<file path="config.mk">
export PLATFORM = sky130hd
export DESIGN_NAME = irq_fanout_mux
export DESIGN_NICKNAME = d
export VERILOG_FILES = /design/src/rtl/irq_fanout_mux.sv
export SDC_FILE = /design/constraint.sdc
export NUM_CORES = 1
export LEC_CHECK = 0
export ABC_AREA = 1
export BUFFER_PORTS_ARGS = -buffer_cell sky130_fd_sc_hd__buf_4
export CORE_MARGIN = 2
export CORE_UTILIZATION = 44
export CTS_CLUSTER_SIZE = 14
export DETAILED_ROUTE_END_ITERATION = 6
export SYNTH_ARGS = -nofsm -noshare
export SYNTH_HDL_FRONTEND = slang
export SYNTH_SLANG_ARGS = --single-unit
</file>
<file path="constraint.sdc">
create_clock -name clk -period 1.2 [get_ports clk]
set_input_delay 0.24 -clock clk [delete_from_list [all_inputs] [get_ports clk]]
set_output_delay 0.24 -clock clk [all_outputs]
set_load 0.05 [all_outputs]
</file>
<file path="src/rtl/irq_fanout_mux.sv">
module irq_fanout_mux #(
  parameter int NUM_SRC   = 32,
  parameter int NUM_CH    = 8,
  parameter int ADDR_W    = 12,
  parameter int WIN_BYTES = 64,
  parameter int EN_OFF    = 16,
  parameter int PEND_OFF  = 32
) (
  input  logic              clk,
  input  logic              rst_n,
  input  logic [NUM_SRC-1:0] src_i,
  input  logic [ADDR_W-1:0] addr_i,
  input  logic [NUM_SRC-1:0] wdata_i,
  input  logic              wr_en_i,
  input  logic              rd_en_i,
  output logic [NUM_SRC-1:0] rdata_o,
  output logic [NUM_CH-1:0] irq_o
);
  localparam int OFF_W = $clog2(WIN_BYTES);
  localparam int CH_W  = ADDR_W - OFF_W;
  localparam int IDX_W = (NUM_CH > 1) ? $clog2(NUM_CH) : 1;

  logic [NUM_SRC-1:0] sync1, sync2;
  logic [NUM_CH-1:0][NUM_SRC-1:0] en_q;

  wire [CH_W-1:0]  ch     = addr_i[ADDR_W-1:OFF_W];
  wire [OFF_W-1:0] off    = addr_i[OFF_W-1:0];
  wire [IDX_W-1:0] ch_idx = ch[IDX_W-1:0];
  wire ch_ok    = 32'(ch) < NUM_CH;
  wire hit_en   = ch_ok && (off == OFF_W'(EN_OFF));
  wire hit_pend = ch_ok && (off == OFF_W'(PEND_OFF));

  wire [NUM_SRC-1:0] rd_val = hit_en   ? en_q[ch_idx] :
                              hit_pend ? (sync2 & en_q[ch_idx]) : '0;

  always_ff @(posedge clk or negedge rst_n) begin
    if (!rst_n) begin
      sync1 <= '0;
      sync2 <= '0;
    end else begin
      sync1 <= src_i;
      sync2 <= sync1;
    end
  end

  always_ff @(posedge clk or negedge rst_n) begin
    if (!rst_n) begin
      en_q  <= '0;
      irq_o <= '0;
    end else begin
      for (int c = 0; c < NUM_CH; c++) begin
        if (wr_en_i && hit_en && ch_idx == IDX_W'(c))
          en_q[c] <= wdata_i;
        irq_o[c] <= |(sync2 & en_q[c]);
      end
    end
  end

  always_ff @(posedge clk or negedge rst_n) begin
    if (!rst_n)
      rdata_o <= '0;
    else if (rd_en_i)
      rdata_o <= rd_val;
  end
endmodule

</file>
# --- Word level (Yosys, flattened, before mapping) ---
# Index checks and enable logic that the tools add are counted.
op_classes:
  order_cmp: 2
  eq_ne: 9
  n_mux: 4
  bitwise_logic: 9
  n_reduce_logical: 20
ops:
  columns: ["cell", "n"]
  rows:
  - ["$and 32x32->32", 9]
  - ["$reduce_or 32->1", 8]
  - ["$bmux 32 s3", 1]
  - ["$mux 32", 3]
  - ["$eq 3x3->1 const B", 4]
  - ["$logic_and 1x1->1", 11]
  - ["$eq 3x2->1 const B", 2]
  - ["$eq 6x5->1 const B", 1]
  - ["$eq 6x6->1 const B", 1]
  - ["$lt 6x4->1 const B", 1]
  - ["$lt 3x4->1 const B", 1]
  - ["$eq 3x1->1 const B", 1]
  - ["$logic_not 3->1", 1]
totals:
  ff_bits: 360
  input_bits: 80
  wordCells: 56

# --- Depth between registers and ports, before layout ---
depth:
  ltp_word: 5
  ltp_mapped: 10
  mapped_depth_nobuf: 8

# --- Worst setup path after synthesis ---
# Ideal clock, no wire load.
synth_timing:
  path_kind: "input-to-reg"
  startpoint: "in addr_i[3]"
  endpoint: "reg en_q[193] (netlist bit)"
  setup_time_ns: 0.117
  arrival_ns: 1.316
  required_ns: 1.083
  setup_slack_ns: -0.233
  path_stages: 10
  path_buffers: 3
  path_cell_list: "nor2_1 > and2_1 > buf_2 > nand3_2 > nor2_2 > buf_4 > nand2_1 > buf_2 > nand2_1 > nand2_1"
synth_between:
  elab_chain_len: 4
synth_lines:
  columns: ["item", "line", "text"]
  rows:
  - ["from (decl)", "12", "input logic [ADDR_W-1:0] addr_i,"]
  - ["$eq 6x5->1", "30", "wire hit_en = ch_ok && (off == OFF_W'(EN_OFF));"]
  - ["$logic_and 1x1->1", "30", null]
  - ["$logic_and 1x1->1 (2 in series)", "52", "if (wr_en_i && hit_en && ch_idx == IDX_W'(c))"]
  - ["to (signal, indexed assignment)", "53", "en_q[c] <= wdata_i;"]
  - ["to (decl)", "24", "logic [NUM_CH-1:0][NUM_SRC-1:0] en_q;"]
# No other way between the ends.
# A chain may end at the register's enable or synchronous reset.

# --- Worst setup path after layout ---
layout_timing:
  startpoint: "reg sync2[3]"
  endpoint: "reg irq_o[5]"
layout_between:
  elab_chain_len: 2
layout_lines:
  columns: ["item", "line", "text"]
  rows:
  - ["from (decl)", "23", "logic [NUM_SRC-1:0] sync1, sync2;"]
  - ["from (signal assigned)", "42", "sync2 <= sync1;"]
  - ["$and 32x32->32", "54", "irq_o[c] <= |(sync2 & en_q[c]);"]
  - ["$reduce_or 32->1", "54", null]
  - ["to (signal, indexed assignment)", "54", null]
  - ["to (decl)", "17", "output logic [NUM_CH-1:0] irq_o"]
# No other way between the ends.

==> impl_metrics.tcl <==
set metrics [dict create \
    status "finished, violations left" \
    violations "negative setup slack" \
    synthTopCellsByArea "dfrtp_1, nand2_1, nand3_1" \
    seqPwrFrac_pct 45.5 \
    setup_viol_count_final 48 \
    grt-busiest-layer "met2" \
    die_h_um 204.9 \
    max_freq_mhz 664.7 \
    slew_headroom_pct 65.58 \
    use_met1_pct 44.74 \
    switching_share_pct 24.84 \
    p_leak_nw 12.96 \
    die_area_um2 41990 \
    synth_most_common_cell "nand2_1" \
    insertion_delay_ps 570 \
    drt_iter0_drc 2102 \
    ant_nets 0 \
    final.setup.tns_ps -7978 \
    clock_skew_ps 30.04 \
    place_area_um2 21450 \
    cts_max_level 2 \
    area_growth_pct 36.42 \
    cts_tree "yes" \
    remaining_drc_errors 0 \
    hold_class "in2reg" \
    initial_utilization_pct 44.60 \
    fin_crit_sh_pct 125.4 \
    synth_seq_area_share_pct 50.72 \
    path_common_cell "nand4_1" \
    yosysTopAreaCell "dfrtp_1" \
    critPathCaptureType "register" \
    synth_edf_count 0 \
    via_count 18575 \
    cp_cell_sequence "nand2_2 -> nand4_1 -> nor3_2 -> buf_4 -> nand4_1" \
    worst_r2r_path_depth 5 \
    ios 120 \
    crit_start "sync2[3]" \
    syn_inst 2424 \
    yosys.cell_types.count 24 \
    combPwrFrac_pct 9.0 \
    slew_violations 0 \
    cts.sinks 360 \
    io_buffers 119 \
    ff2ff_setup_slack_ps -300 \
    p_int_w 0.02065 \
    final_area_um2 24230 \
    fin_nets 2893 \
    critPathCapture "irq_o[5]" \
    ys.flop_type "dfrtp_1" \
    hold_violations 0 \
    vias_per_cell 5.517 \
    gr-total-overflow 0 \
    drive_gt1_share_pct 23.20 \
    yosysWarnings 0 \
    final_util_pct 60.84 \
    wirelength_um 69450 \
    cp_slowest_cell "dfrtp_2" \
    r2r_start "sync2[3]" \
    hold_slack_ps 129.2 \
    place_congestion 0.9482 \
    synth_common_cells "nand2_1, nand3_1, dfrtp_1" \
    use_met3_pct 5.361 \
    power_density_nw_per_um2 1134 \
    netlist_area_um2 17760 \
    grt_pass1_vias 17874 \
    numCtsBuffers 41 \
    rsz0062_at_grt "true" \
    switchingPower_w 0.006825 \
    period_minus_slack_ps 1504 \
    ys_ff_latch 360 \
    clkPwrFrac_pct 45.5 \
    ir_drop_mv 1.052 \
    core-area_um2 39820 \
    grtUsageMet2_pct 51.92 \
    required_ps 1590 \
    grt_use_total_pct 33.12 \
    syn_nets 2504 \
    antenna_found_initial 0 \
    clk_path_buf_depth 3 \
    grt_first_pass_wirelength_um 105200 \
    synth_top_area_share_pct 50.72 \
    max_stage_delay_ps 460 \
    cts-root-buf "clkbuf_16" \
    r2r_end "irq_o[5]" \
    arrival_ps 1890 \
    syn_avg_cell_area_um2 7.327 \
    rows 73 \
    cp-start-kind "register" \
    dp_hpwl_um 46590 \
    async_reset_ff_share_pct 100.0 \
    cap_violations 0 \
    cts.clk_slew.worst_paths_ps 60 \
    setup_ws_ps -304.4 \
    wire_per_inst_um 20.63 \
    critPathKind "reg2reg" \
    crit_fanout 4 \
    first_pass_iters 7 \
    worst_slew_pin_slew_ps 514.0 \
    die_w_um 204.9 \
    grt_max_degree 62 \
]
## layout make-up
type	count	area, µm²
Tap cell	525	656.9
Antenna cell	1	2.502
Clock buffer	62	1217
Clock inverter	9	101.3
Fill cell	3575	15590
Timing Repair Buffer	540	5069
Sequential cell	360	9039
Inverter	54	207.7
Multi-Input combinational cell	1816	7936
## worst max-delay path: cells and delay by family (launching register included)
family	cells	cell delay (ps)
flops	1	460
buf+inv	1	150
simple gates	4	700
## metal layers
layer,share of wire [%],wire length [µm]
met3,9.4,6514
met1,40,27800
met4,4.6,3204
met5,0,0
met2,46,31930
## logic make-up (layout without fill, tap and decap cells)
| logic type | Yosys count | count (layout) | share of synthesized area, % |
|---|---|---|---|
| buffers and inverters | 248 | 665 | 6.418 |
| AND/OR/NAND/NOR | 1769 | 1769 | 41.52 |
| other | 0 | 1 | 0 |
| flip-flops | 360 | 360 | 50.72 |
| AO/OA/AOI/OAI | 47 | 47 | 1.339 |
## state kept, by name (all words and copies together) (netlist names)
register  flops
en_q        256
irq_o         8
rdata_o      32
sync1        32
sync2        32
## timing repair
item                                    4_1_cts  5_1_grt
endpoints found under the setup margin       48       98
gates cloned                                  0        3
pin swaps                                    41       60
hold buffers                                 65        0
setup buffers                                14       20
resized for setup                            99       65
hold endpoints to repair                    629        0
## per-stage QoR
stage	total power (W)	std cells	worst slack, ps
after global routing	0.02828	3366	-347.5
after global placement	0.01488	3194	-444.4
after floorplan	0.01345	2424	-181.1
after detailed placement	0.01489	3194	-480.5
after CTS	0.02761	3344	-293.5
final	0.02747	3367	-304.4
## cell usage in the layout (no fill, tap or decap), drive strengths merged, types with 25 or more instances in the layout
| master | instances |
|---|---|
| buf | 472 |
| clkbuf | 65 |
| dfrtp | 360 |
| dlygate4sd3 | 65 |
| inv | 54 |
| nand2 | 1106 |
| nand3 | 448 |
| nand4 | 59 |
| nor2 | 150 |
| o21ai | 25 |
## how the worst min path moves through the flow
stage / start / to / slack, ps / depth (start not counted)
CTS: rd_en_i / rdata_o[31] / 130 / 5
finish: rd_en_i / rdata_o[31] / 130 / 5
global placement: rst_n / en_q[224] / 160 / 1
global route: rd_en_i / rdata_o[31] / 150 / 5
floorplan: rst_n / en_q[0] / -60 / 0
detailed placement: rst_n / en_q[224] / 150 / 1
## power by group through the flow
stage	logic, W	registers, W	clock network, W
finish	0.00247	0.0125	0.0125
global route	0.00260	0.0125	0.0132
CTS	0.00240	0.0125	0.0127
detailed placement	0.00219	0.0127	0
global placement	0.00218	0.0127	0
floorplan	0.000796	0.0127	0
Note: power is estimated with default switching activity, not from simulation.
